--- src/rtl/pll_seq_pkg.sv ---
package pll_seq_pkg;

  localparam int M_W = 10;
  localparam int P_W = 6;
  localparam int S_W = 3;
  localparam int K_W = 16;

  localparam int M_LSB     = 12;
  localparam int P_LSB     = 4;
  localparam int S_LSB     = 0;
  localparam int K_LSB     = 0;
  localparam int LOCK_BIT  = 31;
  localparam int LSEL_BIT  = 29;
  localparam int CLKEN_BIT = 11;
  localparam int RSTB_BIT  = 9;
  localparam int BYP_BIT   = 4;

  typedef enum logic [3:0] {
    ST_IDLE,
    ST_FAST,
    ST_LSEL,
    ST_RST_ON,
    ST_BYP_ON,
    ST_DIV_WR,
    ST_SETTLE,
    ST_RST_OFF,
    ST_LOCK,
    ST_BYP_OFF,
    ST_PBYP,
    ST_PREL,
    ST_UNPREP,
    ST_DONE,
    ST_ERR
  } seq_state_e;

  typedef struct packed {
    logic set_lsel;
    logic clr_rst;
    logic set_rst;
    logic set_byp;
    logic clr_byp;
    logic wr_div;
    logic wr_s;
    logic wr_k;
  } reg_act_t;

endpackage

--- src/rtl/us_tick_gen.sv ---
module us_tick_gen #(
  parameter int CYC_PER_US = 200
) (
  input  logic clk,
  input  logic rst_n,
  input  logic clr,
  output logic tick
);
  localparam int CNT_W = (CYC_PER_US > 1) ? $clog2(CYC_PER_US) : 1;
  localparam logic [CNT_W-1:0] LAST = CNT_W'(CYC_PER_US - 1);

  logic [CNT_W-1:0] cnt_q;
  logic [CNT_W-1:0] cnt_d;

  always_comb begin
    if (clr) begin
      cnt_d = '0;
    end else if (cnt_q == LAST) begin
      cnt_d = '0;
    end else begin
      cnt_d = cnt_q + 1'b1;
    end
  end

  always_ff @(posedge clk or negedge rst_n) begin
    if (!rst_n) begin
      cnt_q <= '0;
    end else begin
      cnt_q <= cnt_d;
    end
  end

  assign tick = (cnt_q == LAST) && !clr;

endmodule

--- src/rtl/lock_sync.sv ---
module lock_sync #(
  parameter int STAGES = 2
) (
  input  logic clk,
  input  logic rst_n,
  input  logic din,
  output logic dout
);
  logic [STAGES-1:0] sh_q;

  generate
    if (STAGES == 1) begin : g_one
      always_ff @(posedge clk or negedge rst_n) begin
        if (!rst_n) begin
          sh_q <= '0;
        end else begin
          sh_q <= din;
        end
      end
    end else begin : g_many
      always_ff @(posedge clk or negedge rst_n) begin
        if (!rst_n) begin
          sh_q <= '0;
        end else begin
          sh_q <= {sh_q[STAGES-2:0], din};
        end
      end
    end
  endgenerate

  assign dout = sh_q[STAGES-1];

endmodule

--- src/rtl/pll_seq_ctrl.sv ---
module pll_seq_ctrl
  import pll_seq_pkg::*;
#(
  parameter int SETTLE_US   = 3,
  parameter int LOCK_TMO_US = 10000,
  parameter bit FRAC_EN     = 1'b1
) (
  input  logic     clk,
  input  logic     rst_n,
  input  logic     rate_req,
  input  logic     prep_req,
  input  logic     unprep_req,
  input  logic     mp_same,
  input  logic     rstb_now,
  input  logic     lock_s,
  input  logic     us_tick,
  output reg_act_t act,
  output logic     tick_clr,
  output logic     accept,
  output logic     busy,
  output logic     done,
  output logic     err
);
  localparam int MAX_US = (SETTLE_US > LOCK_TMO_US) ? SETTLE_US : LOCK_TMO_US;
  localparam int US_W   = $clog2(MAX_US + 1);
  localparam logic [US_W-1:0] SETTLE_LAST = US_W'(SETTLE_US - 1);
  localparam logic [US_W-1:0] TMO_LAST    = US_W'(LOCK_TMO_US - 1);

  seq_state_e      st_q, st_d;
  logic [US_W-1:0] us_q, us_d;

  always_comb begin
    st_d     = st_q;
    act      = '0;
    tick_clr = 1'b0;
    accept   = 1'b0;
    unique case (st_q)
      ST_IDLE: begin
        if (rate_req) begin
          accept = 1'b1;
          if (mp_same) begin
            st_d = ST_FAST;
          end else if (FRAC_EN) begin
            st_d = ST_RST_ON;
          end else begin
            st_d = ST_LSEL;
          end
        end else if (prep_req) begin
          st_d = rstb_now ? ST_DONE : ST_PBYP;
        end else if (unprep_req) begin
          st_d = ST_UNPREP;
        end
      end
      ST_FAST: begin
        act.wr_s = 1'b1;
        act.wr_k = FRAC_EN;
        st_d     = ST_DONE;
      end
      ST_LSEL: begin
        act.set_lsel = 1'b1;
        st_d         = ST_RST_ON;
      end
      ST_RST_ON: begin
        act.clr_rst = 1'b1;
        st_d        = ST_BYP_ON;
      end
      ST_BYP_ON: begin
        act.set_byp = 1'b1;
        st_d        = ST_DIV_WR;
      end
      ST_DIV_WR: begin
        act.wr_div = 1'b1;
        act.wr_k   = FRAC_EN;
        tick_clr   = 1'b1;
        st_d       = ST_SETTLE;
      end
      ST_SETTLE: begin
        if (us_tick && (us_q == SETTLE_LAST)) begin
          st_d = ST_RST_OFF;
        end
      end
      ST_RST_OFF: begin
        act.set_rst = 1'b1;
        tick_clr    = 1'b1;
        st_d        = ST_LOCK;
      end
      ST_LOCK: begin
        if (lock_s) begin
          st_d = ST_BYP_OFF;
        end else if (us_tick && (us_q == TMO_LAST)) begin
          st_d = ST_ERR;
        end
      end
      ST_BYP_OFF: begin
        act.clr_byp = 1'b1;
        st_d        = ST_DONE;
      end
      ST_PBYP: begin
        act.set_byp = 1'b1;
        st_d        = ST_PREL;
      end
      ST_PREL: begin
        act.set_rst = 1'b1;
        tick_clr    = 1'b1;
        st_d        = ST_LOCK;
      end
      ST_UNPREP: begin
        act.clr_rst = 1'b1;
        st_d        = ST_DONE;
      end
      ST_DONE: st_d = ST_IDLE;
      ST_ERR:  st_d = ST_IDLE;
      default: st_d = ST_IDLE;
    endcase
  end

  always_comb begin
    if (tick_clr) begin
      us_d = '0;
    end else if (us_tick) begin
      us_d = us_q + 1'b1;
    end else begin
      us_d = us_q;
    end
  end

  always_ff @(posedge clk or negedge rst_n) begin
    if (!rst_n) begin
      st_q <= ST_IDLE;
      us_q <= '0;
    end else begin
      st_q <= st_d;
      us_q <= us_d;
    end
  end

  assign busy = (st_q != ST_IDLE);
  assign done = (st_q == ST_DONE);
  assign err  = (st_q == ST_ERR);

endmodule

--- src/rtl/pll_reprog_seq.sv ---
module pll_reprog_seq
  import pll_seq_pkg::*;
#(
  parameter int CLK_FREQ_HZ = 200_000_000,
  parameter int SETTLE_US   = 3,
  parameter int LOCK_TMO_US = 10000,
  parameter bit FRAC_EN     = 1'b1,
  parameter int SYNC_STAGES = 2
) (
  input  logic        clk,
  input  logic        rst_n,
  input  logic        rate_req,
  input  logic [9:0]  rate_m,
  input  logic [5:0]  rate_p,
  input  logic [2:0]  rate_s,
  input  logic [15:0] rate_k,
  input  logic        prep_req,
  input  logic        unprep_req,
  input  logic        pll_lock,
  output logic [31:0] gen_ctl,
  output logic [31:0] div_ctl,
  output logic [31:0] frac_ctl,
  output logic        busy,
  output logic        done,
  output logic        err
);
  localparam int CYC_RAW    = CLK_FREQ_HZ / 1_000_000;
  localparam int CYC_PER_US = (CYC_RAW > 0) ? CYC_RAW : 1;

  logic [M_W-1:0] m_q, pend_m;
  logic [P_W-1:0] p_q, pend_p;
  logic [S_W-1:0] s_q, pend_s;
  logic [K_W-1:0] k_q, pend_k;
  logic           lsel_q, rstb_q, byp_q;

  logic     lock_s;
  logic     us_tick;
  logic     tick_clr;
  logic     accept;
  logic     mp_same;
  reg_act_t act;

  lock_sync #(.STAGES(SYNC_STAGES)) u_sync (
    .clk  (clk),
    .rst_n(rst_n),
    .din  (pll_lock),
    .dout (lock_s)
  );

  us_tick_gen #(.CYC_PER_US(CYC_PER_US)) u_tick (
    .clk  (clk),
    .rst_n(rst_n),
    .clr  (tick_clr),
    .tick (us_tick)
  );

  assign mp_same = (rate_m == m_q) && (rate_p == p_q);

  pll_seq_ctrl #(
    .SETTLE_US  (SETTLE_US),
    .LOCK_TMO_US(LOCK_TMO_US),
    .FRAC_EN    (FRAC_EN)
  ) u_ctrl (
    .clk       (clk),
    .rst_n     (rst_n),
    .rate_req  (rate_req),
    .prep_req  (prep_req),
    .unprep_req(unprep_req),
    .mp_same   (mp_same),
    .rstb_now  (rstb_q),
    .lock_s    (lock_s),
    .us_tick   (us_tick),
    .act       (act),
    .tick_clr  (tick_clr),
    .accept    (accept),
    .busy      (busy),
    .done      (done),
    .err       (err)
  );

  // pending command, captured on acceptance
  always_ff @(posedge clk or negedge rst_n) begin
    if (!rst_n) begin
      pend_m <= '0;
      pend_p <= '0;
      pend_s <= '0;
      pend_k <= '0;
    end else if (accept) begin
      pend_m <= rate_m;
      pend_p <= rate_p;
      pend_s <= rate_s;
      pend_k <= rate_k;
    end
  end

  // general control bits
  always_ff @(posedge clk or negedge rst_n) begin
    if (!rst_n) begin
      lsel_q <= 1'b0;
      rstb_q <= 1'b0;
      byp_q  <= 1'b0;
    end else begin
      if (act.set_lsel) lsel_q <= 1'b1;
      if (act.clr_rst) begin
        rstb_q <= 1'b0;
      end else if (act.set_rst) begin
        rstb_q <= 1'b1;
      end
      if (act.set_byp) begin
        byp_q <= 1'b1;
      end else if (act.clr_byp) begin
        byp_q <= 1'b0;
      end
    end
  end

  // divider fields
  always_ff @(posedge clk or negedge rst_n) begin
    if (!rst_n) begin
      m_q <= '0;
      p_q <= '0;
      s_q <= '0;
    end else begin
      if (act.wr_div) begin
        m_q <= pend_m;
        p_q <= pend_p;
      end
      if (act.wr_div || act.wr_s) s_q <= pend_s;
    end
  end

  // fractional field: present only when built in
  generate
    if (FRAC_EN) begin : g_frac
      always_ff @(posedge clk or negedge rst_n) begin
        if (!rst_n) begin
          k_q <= '0;
        end else if (act.wr_k) begin
          k_q <= pend_k;
        end
      end
    end else begin : g_nofrac
      assign k_q = '0;
    end
  endgenerate

  always_comb begin
    gen_ctl            = '0;
    gen_ctl[LOCK_BIT]  = lock_s;
    gen_ctl[LSEL_BIT]  = lsel_q;
    gen_ctl[CLKEN_BIT] = 1'b1;
    gen_ctl[RSTB_BIT]  = rstb_q;
    gen_ctl[BYP_BIT]   = byp_q;

    div_ctl                    = '0;
    div_ctl[M_LSB +: M_W]      = m_q;
    div_ctl[P_LSB +: P_W]      = p_q;
    div_ctl[S_LSB +: S_W]      = s_q;

    frac_ctl                   = '0;
    frac_ctl[K_LSB +: K_W]     = k_q;
  end

endmodule

--- config.mk ---
export PLATFORM = sky130hd
export DESIGN_NAME = pll_reprog_seq
export DESIGN_NICKNAME = d
export VERILOG_FILES = /design/src/rtl/pll_seq_pkg.sv /design/src/rtl/us_tick_gen.sv /design/src/rtl/lock_sync.sv /design/src/rtl/pll_seq_ctrl.sv /design/src/rtl/pll_reprog_seq.sv
export SDC_FILE = /design/constraint.sdc
export NUM_CORES = 1
export LEC_CHECK = 0
export BUFFER_PORTS_ARGS = -buffer_cell sky130_fd_sc_hd__buf_2
export CAP_MARGIN = 20
export CORE_AREA = 2 2 92 116
export CTS_CLUSTER_SIZE = 30
export DETAILED_ROUTE_END_ITERATION = 16
export DIE_AREA = 0 0 94 118
export PLACE_DENSITY = 0.76
export SETUP_SLACK_MARGIN = 0.05
export SYNTH_ARGS = -nofsm -noshare
export SYNTH_HDL_FRONTEND = slang
export SYNTH_HIERARCHICAL = 1
export SYNTH_SLANG_ARGS = --single-unit
--- constraint.sdc ---
create_clock -name clk -period 3.52 [get_ports clk]
set_clock_uncertainty 0.15 [all_clocks]
set_input_delay 0.704 -clock clk [delete_from_list [all_inputs] [get_ports clk]]
set_output_delay 0.704 -clock clk [all_outputs]
set_load 0.02 [all_outputs]
Yosys cells after proc, flatten, opt, wreduce, memory -nomap -nowiden
Cells that the tools add are included.

cells by class
  add/sub/neg operators = 2
  equal/unequal tests = 22
  mux-type cells = 28
  reductions and logical operators = 18

operator list
  operator                                         count
  case mux 4 bit (10 select lines)                 1
  == test 4 bit (second input constant)            7
  2-to-1 mux 14 bit                                2
  2-to-1 mux 4 bit                                 6
  == test 4 x 3 -> 1 bit (second input constant)   4
  2-to-1 mux 8 bit                                 2
  2-to-1 mux 1 bit                                 15
  adder 14 x 1 -> 14 bit (second input constant)   1
  == test 14 bit (second input constant)           1
  == test 14 x 2 -> 1 bit (second input constant)  1
  == test 10 bit                                   1
  adder 8 x 1 -> 8 bit (second input constant)     1
  == test 4 x 2 -> 1 bit (second input constant)   2
  == test 8 bit (second input constant)            1
  OR reduction 2 bit                               4
  == test 6 bit                                    1
  nonzero test 2 bit                               3
  OR reduction 3 bit                               2
  == test 4 x 1 -> 1 bit (second input constant)   1
  logical AND 1 bit                                4
  logical NOT 4 bit                                1
  inequality test 4 bit (second input constant)    1
  nonzero test 4 bit                               1
  2-to-1 mux 3 bit                                 1
  other kinds (6)                                  6

storage, ports and cells
  register bits after elaboration = 101
  input port bits = 41
  output and inout bits = 99
  word-level logic and storage cells = 85

Depth between registers and ports, before layout
Gate-level depths: netlist (run 1).

  depth in word-level cells = 9
  depth in mapped cells = 10
  gate-level depth less buffers = 8

Cells and area by module
Netlist (run 1), hierarchy kept.

by module, submodules not included
  module          times used  cells each  area each (um^2)  seq. area each (um^2)
  pll_reprog_seq  1           241         3593.4            1826.8
  pll_seq_ctrl    1           141         1182.4            450.4
  us_tick_gen     1           39          397.9             200.2
  lock_sync       1           2           50.0              50.0

Worst setup path after synthesis (run 1)
Ideal clock, no wire load.

  path type = reg-to-reg
  from = register u_ctrl.st_q[2]
  to = register u_ctrl.st_q[0]
  setup time = 0.087 ns
  data arrival time = 2.424 ns
  required time = 3.283 ns
  setup slack = 0.859 ns
  stages on the path, launching flop included = 10
  buffers on the path = 1
  period minus slack after synthesis = 2.661 ns
  path through = dfrtp_1 > nand2b_1 > or2_2 > a21oi_1 > buf_2 > nor2_1 > or4b_4 > o41ai_2 > nand2_1 > a211oi_2

between the ends
  word-level cells in the longest chain between the ends = 8
  elaborated cells on any way between the ends = 26
  those cells by class = 15 x eq/ne; 2 x mux; 9 x reduce/logical

ends and longest elaborated chain
  item                                                                                               RTL line                                text
  start: declaration                                                                                 pll_seq_ctrl.sv:29                      seq_state_e st_q, st_d;
  start signal: assignment                                                                           pll_seq_ctrl.sv:132                     st_q <= st_d;
  == test 4 x 3 -> 1 bit / == test 4 bit (equally long branches)                                     pll_seq_ctrl.sv:37                      unique case (st_q)
  OR reduction 3 bit (no line) *                                                                     n/a
  2-to-1 mux 1 bit *                                                                                 pll_seq_ctrl.sv:37
  via tick_clr                                                                                       pll_reprog_seq.sv:38                    logic tick_clr;
  logical NOT 1 bit *                                                                                us_tick_gen.sv:33                       assign tick = (cnt_q == LAST) && !clr;
  logical AND 1 bit *                                                                                us_tick_gen.sv:33
  via us_tick                                                                                        pll_reprog_seq.sv:37                    logic us_tick;
  logical AND 1 bit, on equally long branches                                                        pll_seq_ctrl.sv:90, pll_seq_ctrl.sv:78
  inequality test 3 x 2 -> 1 bit (no line) / inequality test 2 x 1 -> 1 bit (equally long branches)  n/a
  AND reduction 3 bit (no line) *                                                                    n/a

Mark *: on every way through the listed nets, which the timed path passes. The rest lies on a longest branch.
A chain may end at the register's enable or synchronous reset.

Worst setup path after layout (run 1)
Same ends and word-level chain as after synthesis.

==> results of run 1 <==
## flip-flops by register name, summed over array words and instances, names as in the netlist
register,flops
byp_q,1
k_q,16
lsel_q,1
m_q,10
p_q,6
pend_k,16
pend_m,10
pend_p,6
pend_s,3
rstb_q,1
s_q,3
u_ctrl/st_q,4
u_ctrl/us_q,14
u_sync/sh_q,2
u_tick/cnt_q,8
## layer usage
layer / share of wire, % / global-route usage (%) / vias up
met5: 0.14 / 0 / -
met4: 2.3 / 8.15 / 2
met3: 5.1 / 3.07 / 20
met2: 50 / 28.3 / 109
met1: 42 / 22.1 / 1569
li1: - / - / 1490
## how the worst max path moves through the flow
| stage | startpoint | endpoint | cells after the start |
|---|---|---|---|
| floorplan | u_ctrl/st_q[2] | u_ctrl/st_q[0] | 9 |
| global placement | u_ctrl/st_q[2] | u_ctrl/st_q[0] | 8 |
| detailed placement | u_ctrl/st_q[2] | u_ctrl/st_q[0] | 8 |
| CTS | u_ctrl/st_q[2] | u_ctrl/st_q[0] | 8 |
| global route | u_ctrl/st_q[2] | u_ctrl/st_q[0] | 8 |
| finish | u_ctrl/st_q[2] | u_ctrl/st_q[0] | 8 |
## kinds of logic (layout without fill, tap and decap cells)
kind of cell | after synthesis | count (layout) | share of synthesized area (%)
flops | 101 | 101 | 48.4
simple gates | 100 | 100 | 10.4
buf+inv | 85 | 115 | 12.2
mux | 72 | 72 | 19.1
xor+xnor | 30 | 30 | 5.03
compound gates | 29 | 29 | 3.88
fa+ha+maj | 4 | 4 | 0.958
other cells | 2 | 57 | 0.144
## through the flow
stage / util [%] / cell area, um2 / power, mW
after floorplan: - / 5430 / 3.47
after global placement: 54.8 / 5480 / 3.81
after detailed placement: 54.8 / 5480 / 3.89
after CTS: 57.7 / 5770 / 4.86
after global routing: 57.7 / 5770 / 5.10
final: 57.7 / 5770 / 4.82
## worst register-to-register path, cell delays in order (launching register included)
cell      delay, ps
dfrtp_1         640
nand2b_1        250
or2_2           140
a21oi_1          80
nor2_1          390
or4b_4          530
o41ai_2         340
nand2_1         100
a211oi_2        220
## cells in the mapped netlist, drive strengths merged, types with 3 or more instances
cell type  number
nand3           7
nor3            5
nand4          10
ha              4
mux2           70
a211oi          3
nand2          14
xnor2          24
inv            10
nor4            5
a21oi          10
or3             7
xor2            6
nand2b          4
clkbuf          5
buf            70
o21ai           6
nor2           33
dfrtp         101
or2             3
## cell type report
| type | instances | area [um2] |
|---|---|---|
| Fill cell | 831 | 4230 |
| Sequential cell | 101 | 2530 |
| Multi-Input combinational cell | 292 | 2280 |
| Timing Repair Buffer | 89 | 478 |
| Clock buffer | 13 | 260 |
| Tap cell | 129 | 161 |
| Inverter | 10 | 37.5 |
| Clock inverter | 3 | 27.5 |
## report_power, final
group	switching, mW	internal [mW]	total, mW
Sequential	0.380	1.63	2.01
Combinational	0.892	0.971	1.86
Clock	0.419	0.525	0.944
Total	1.69	3.12	4.82
==> reports/qor.csv, run 1 <==
stage,metric,value,unit
outcome,outcome,finished clean,
grt,Total GRT Usage,17.3,%
cts,Clock Latency Late Sink,340,ps
yosys,Syn Area/Cell,12.3,um2
worst_hold_path,worst hold path type,in -> async,
cts,clock buffer count from CTS,9,
placed_design,Post-Place Cells,621,
yosys,Cells after Synth,423,
cts,H-Tree Depth,3,
placed_design,RePlAce Congestion,0.837,
pwr,Cell Pwr Density,835,mW/mm2
routing,Initial DRC Count,139,
pwr,Max IR drop VDD,0.516,mV
routing,routed vias/inst,5.01,
grt,largest net degree at the start of global routing,36,
timing,crit path time final,2930,ps
setup_path,Setup CP Type,reg -> reg,
setup_path,slowest CP cell,dfrtp_1,
floorplan,Die Area,0.0111,mm2
final_layout,"most common cell after layout, fill and taps aside",dfrtp_1,
timing,Tcrit/Tclk final,83.2,%
cts,CTS Hold Bufs,0,
routing,Detailed Route WL,9290,um
grt,initial antenna violation count,1,
cts,CTS Sinks,101,
cts,Post-CTS Setup Bufs,0,
final_layout,diodes inserted,0,
setup_path,crit-path max FO,16,
setup_path,R2R Setup Slk,590,ps
job,Max Cap Viol,0,
floorplan,die extent in x,94,um
yosys,Yosys top cell by area,dfrtp_1,
setup_path,crit path buf inv count,0,
setup_path,Worst setup SP type,flop,
yosys,post-synth cell types,53,
floorplan,Initial Utilization,52.2,%
setup_path,R2R Path Start,u_ctrl/st_q[2],
placed_design,number of port buffers,82,
placed_design,Detail Placement HPWL,6760,um
floorplan,Placeable Area,0.0100,mm2
final_layout,area grow syn2layout,10.4,%
setup_path,r2r endpoint,u_ctrl/st_q[0],
floorplan,I/O pin count,140,
routing,DRC viols,0,
grt,first-pass GRT wire length,15400,um
timing,RSZ-0062 raised after global routing,false,
yosys,top cell type's share of synthesized area,48.4,%
routing,WL/cell,14.6,um
final_layout,most frequent cells in the layout,"dfrtp_1 (101), buf_2 (81), conb_1 (57)",
setup_path,Reg2Reg Depth,8,
routing,final antenna-violating net count,0,
grt,grt ovf,0,
yosys,number of synthesized flops with an enable pin,0,
setup_path,crit-path cells,nand2b_1 > or2_2 > a21oi_1 > nor2_1 > or4b_4 > o41ai_2 > nand2_1 > a211oi_2,
yosys,Synth Cell Area,0.00522,mm2
placed_design,pre-CTS setup slack,631,ps
timing,setup TNS,0,ps
cts,post-CTS sizing,0,
routing,router iterations before antenna repair,4,
cts,CTS tree,built,
setup_path,WP data required,3620,ps
setup_path,top cell family by delay on the critical path,simple AND/OR/NAND/NOR gates,
final_layout,non-filler instance count after layout,637,
setup_path,CP arrival,3030,ps
floorplan,Die Ht,118,um
final_layout,share of layout cells above drive strength 1,37.4,%
yosys,synth warn,6,
floorplan,Cell Rows,41,
timing,Final Hold Fails,0,
yosys,Seq cells post-synth,101,
pwr,Leak,2.79,nW
timing,Highest Clock Rate,342,MHz
yosys,Area contributors post-synth,"dfrtp_1 (48%), mux2_4 (14%), buf_4 (8.8%)",
timing,Final Worst Setup Slack,592,ps
final_layout,# nets final,548,
setup_path,type of element capturing the critical path,flop,
cts,Clock Tree Buf Depth,2,
yosys,register area share after synthesis,48.4,%
yosys,post-synthesis async set-or-reset flop share,100,%
setup_path,crit-path max cell delay,640,ps
grt,number of global-route vias before repair,3201,
cts,"CTS clk-pin slew, worst paths",70,ps
timing,Setup Viol. Count Final,0,
yosys,ys flop type,dfrtp_1,
cts,Root Driver,clkbuf_16,
routing,via count,3190,
timing,Worst Hold Slack,160,ps
timing,Slew Limit Fails,0,
(Power assumes the default switching activity.)
==> run 2: changes to the inputs <==
==> constraint.sdc (replaced) <==
create_clock -name clk -period 2.9 [get_ports clk]
set_clock_uncertainty 0.15 [all_clocks]
set_input_delay 0.58 -clock clk [delete_from_list [all_inputs] [get_ports clk]]
set_output_delay 0.58 -clock clk [all_outputs]
set_load 0.02 [all_outputs]
==> reports/qor.csv, run 2 (synthesized netlist as in run 1, its figures left out) <==
stage,metric,value,unit
placed_design,RePlAce Congestion,0.887,
final_layout,"most common cell after layout, fill and taps aside",dfrtp_1,
final_layout,# nets final,551,
floorplan,Initial Utilization,52.2,%
floorplan,die extent in x,94,um
setup_path,crit-path cells,ha_1 > and4bb_1 > nand4_1 > nor2_1 > or4b_4 > o41ai_2 > nand2_1 > a211oi_2,
routing,router iterations before antenna repair,4,
floorplan,I/O pin count,140,
final_layout,Filler Cell Count,808,
timing,setup TNS,0,ps
cts,Clock Tree Buf Depth,2,
timing,Worst Hold Slack,73.6,ps
job,Max Cap Viol,0,
timing,RSZ-0062 raised after global routing,false,
final_layout,biggest regs,"k_q (16), pend_k (16), u_ctrl/us_q (14)",
timing,measured slew at the worst slew-check pin,534,ps
grt,initial antenna violation count,0,
final_layout,Final Instance Area,0.00584,mm2
floorplan,Placeable Area,0.0100,mm2
timing,Final Hold Fails,0,
timing,Setup Viol. Count Final,0,
floorplan,Die Area,0.0111,mm2
cts,CTS tree,built,
placed_design,number of port buffers,82,
worst_hold_path,worst hold path type,in -> async,
timing,max_slew headroom,64.1,%
cts,Clock Latency Late Sink,340,ps
routing,WL/cell,14.8,um
setup_path,slowest CP cell,or4b_4,
grt,grt ovf,0,
cts,clock buffer count from CTS,9,
timing,Highest Clock Rate,389,MHz
setup_path,Setup CP Type,reg -> reg,
cts,Post-CTS Setup Bufs,0,
final_layout,area grow syn2layout,11.7,%
grt,number of global-route vias before repair,3166,
routing,routed vias/inst,4.98,
final_layout,share of layout cells above drive strength 1,38.2,%
pwr,total power,6.03,mW
routing,DRC viols,0,
setup_path,type of element capturing the critical path,flop,
routing,Detailed Route WL,9440,um
grt,largest net degree at the start of global routing,44,
final_layout,final core occ,58.3,%
setup_path,crit path buf inv count,0,
final_layout,most frequent cells in the layout,"dfrtp_1 (101), buf_2 (81), conb_1 (57)",
cts,"CTS clk-pin slew, worst paths",70,ps
placed_design,Detail Placement HPWL,6870,um
grt,first-pass GRT wire length,15700,um
cts,CTS Sinks,101,
routing,Initial DRC Count,130,
cts,CTS Hold Bufs,0,
pwr,Leak,2.83,nW
pwr,Cell Pwr Density,1030,mW/mm2
setup_path,top cell family by delay on the critical path,simple AND/OR/NAND/NOR gates,
timing,crit path time final,2570,ps
routing,final antenna-violating net count,0,
setup_path,Worst setup SP type,flop,
cts,Root Driver,clkbuf_16,
outcome,outcome,finished clean,
grt,Total GRT Usage,17.8,%
routing,via count,3186,
timing,Tcrit/Tclk final,88.6,%
placed_design,placed cell areas,0.00550,mm2
setup_path,WP data required,3000,ps
cts,H-Tree Depth,3,
timing,Slew Limit Fails,0,
floorplan,Die Ht,118,um
floorplan,Cell Rows,41,
cts,post-CTS sizing,0,
pwr,Max IR drop VDD,0.575,mV
setup_path,crit-path max cell delay,500,ps
setup_path,crit-path max FO,4,
final_layout,diodes inserted,0,
setup_path,CP arrival,2670,ps
==> run 2: report_power, final <==
part	internal [mW]	switching, mW	total (mW)
Clock	0.770	0.540	1.31
Sequential	1.98	0.422	2.40
Combinational	1.20	1.13	2.32
Total	3.94	2.09	6.03
==> run 2: path summary, 6_finish.rpt <==
path / cells after the start / from / to / slack (ps)
setup / recovery: 8 / u_tick/cnt_q[0] / u_ctrl/st_q[0] / 330
hold / removal: 1 / rst_n / u_tick/cnt_q[1] / 70
setup reg to reg: 8 / u_tick/cnt_q[0] / u_ctrl/st_q[0] / 330
hold reg to reg: 0 / u_sync/sh_q[0] / u_sync/sh_q[1] / 200
max in group asynchronous: 2 / rst_n / m_q[4] / 1830
min in group clk: 0 / u_sync/sh_q[0] / u_sync/sh_q[1] / 200
==> run 2: per-stage QoR <==
stage,std cells,worst slack (ps)
CTS,640,334
detailed placement,624,366
global placement,624,437
finish,640,330
global route,640,190
floorplan,478,239
==> run 2: final cells by class <==
class / count / area, um2 / share of cell area (%)
Multi-Input combinational cell: 292 / 2280 / 39.0
Sequential cell: 101 / 2530 / 43.3
Tap cell: 129 / 161 / 2.77
Inverter: 10 / 37.5 / 0.643
Clock inverter: 7 / 108 / 1.84
Clock buffer: 9 / 225 / 3.86
Timing Repair Buffer: 92 / 500 / 8.57
==> run 2: routing by layer <==
layer,GRT usage (%),vias to the layer above,wire length (um)
met5,0,-,0
met4,5.25,0,108
met3,3.91,7,507
met2,29.8,113,4850
met1,23.2,1572,3970
li1,-,1494,-
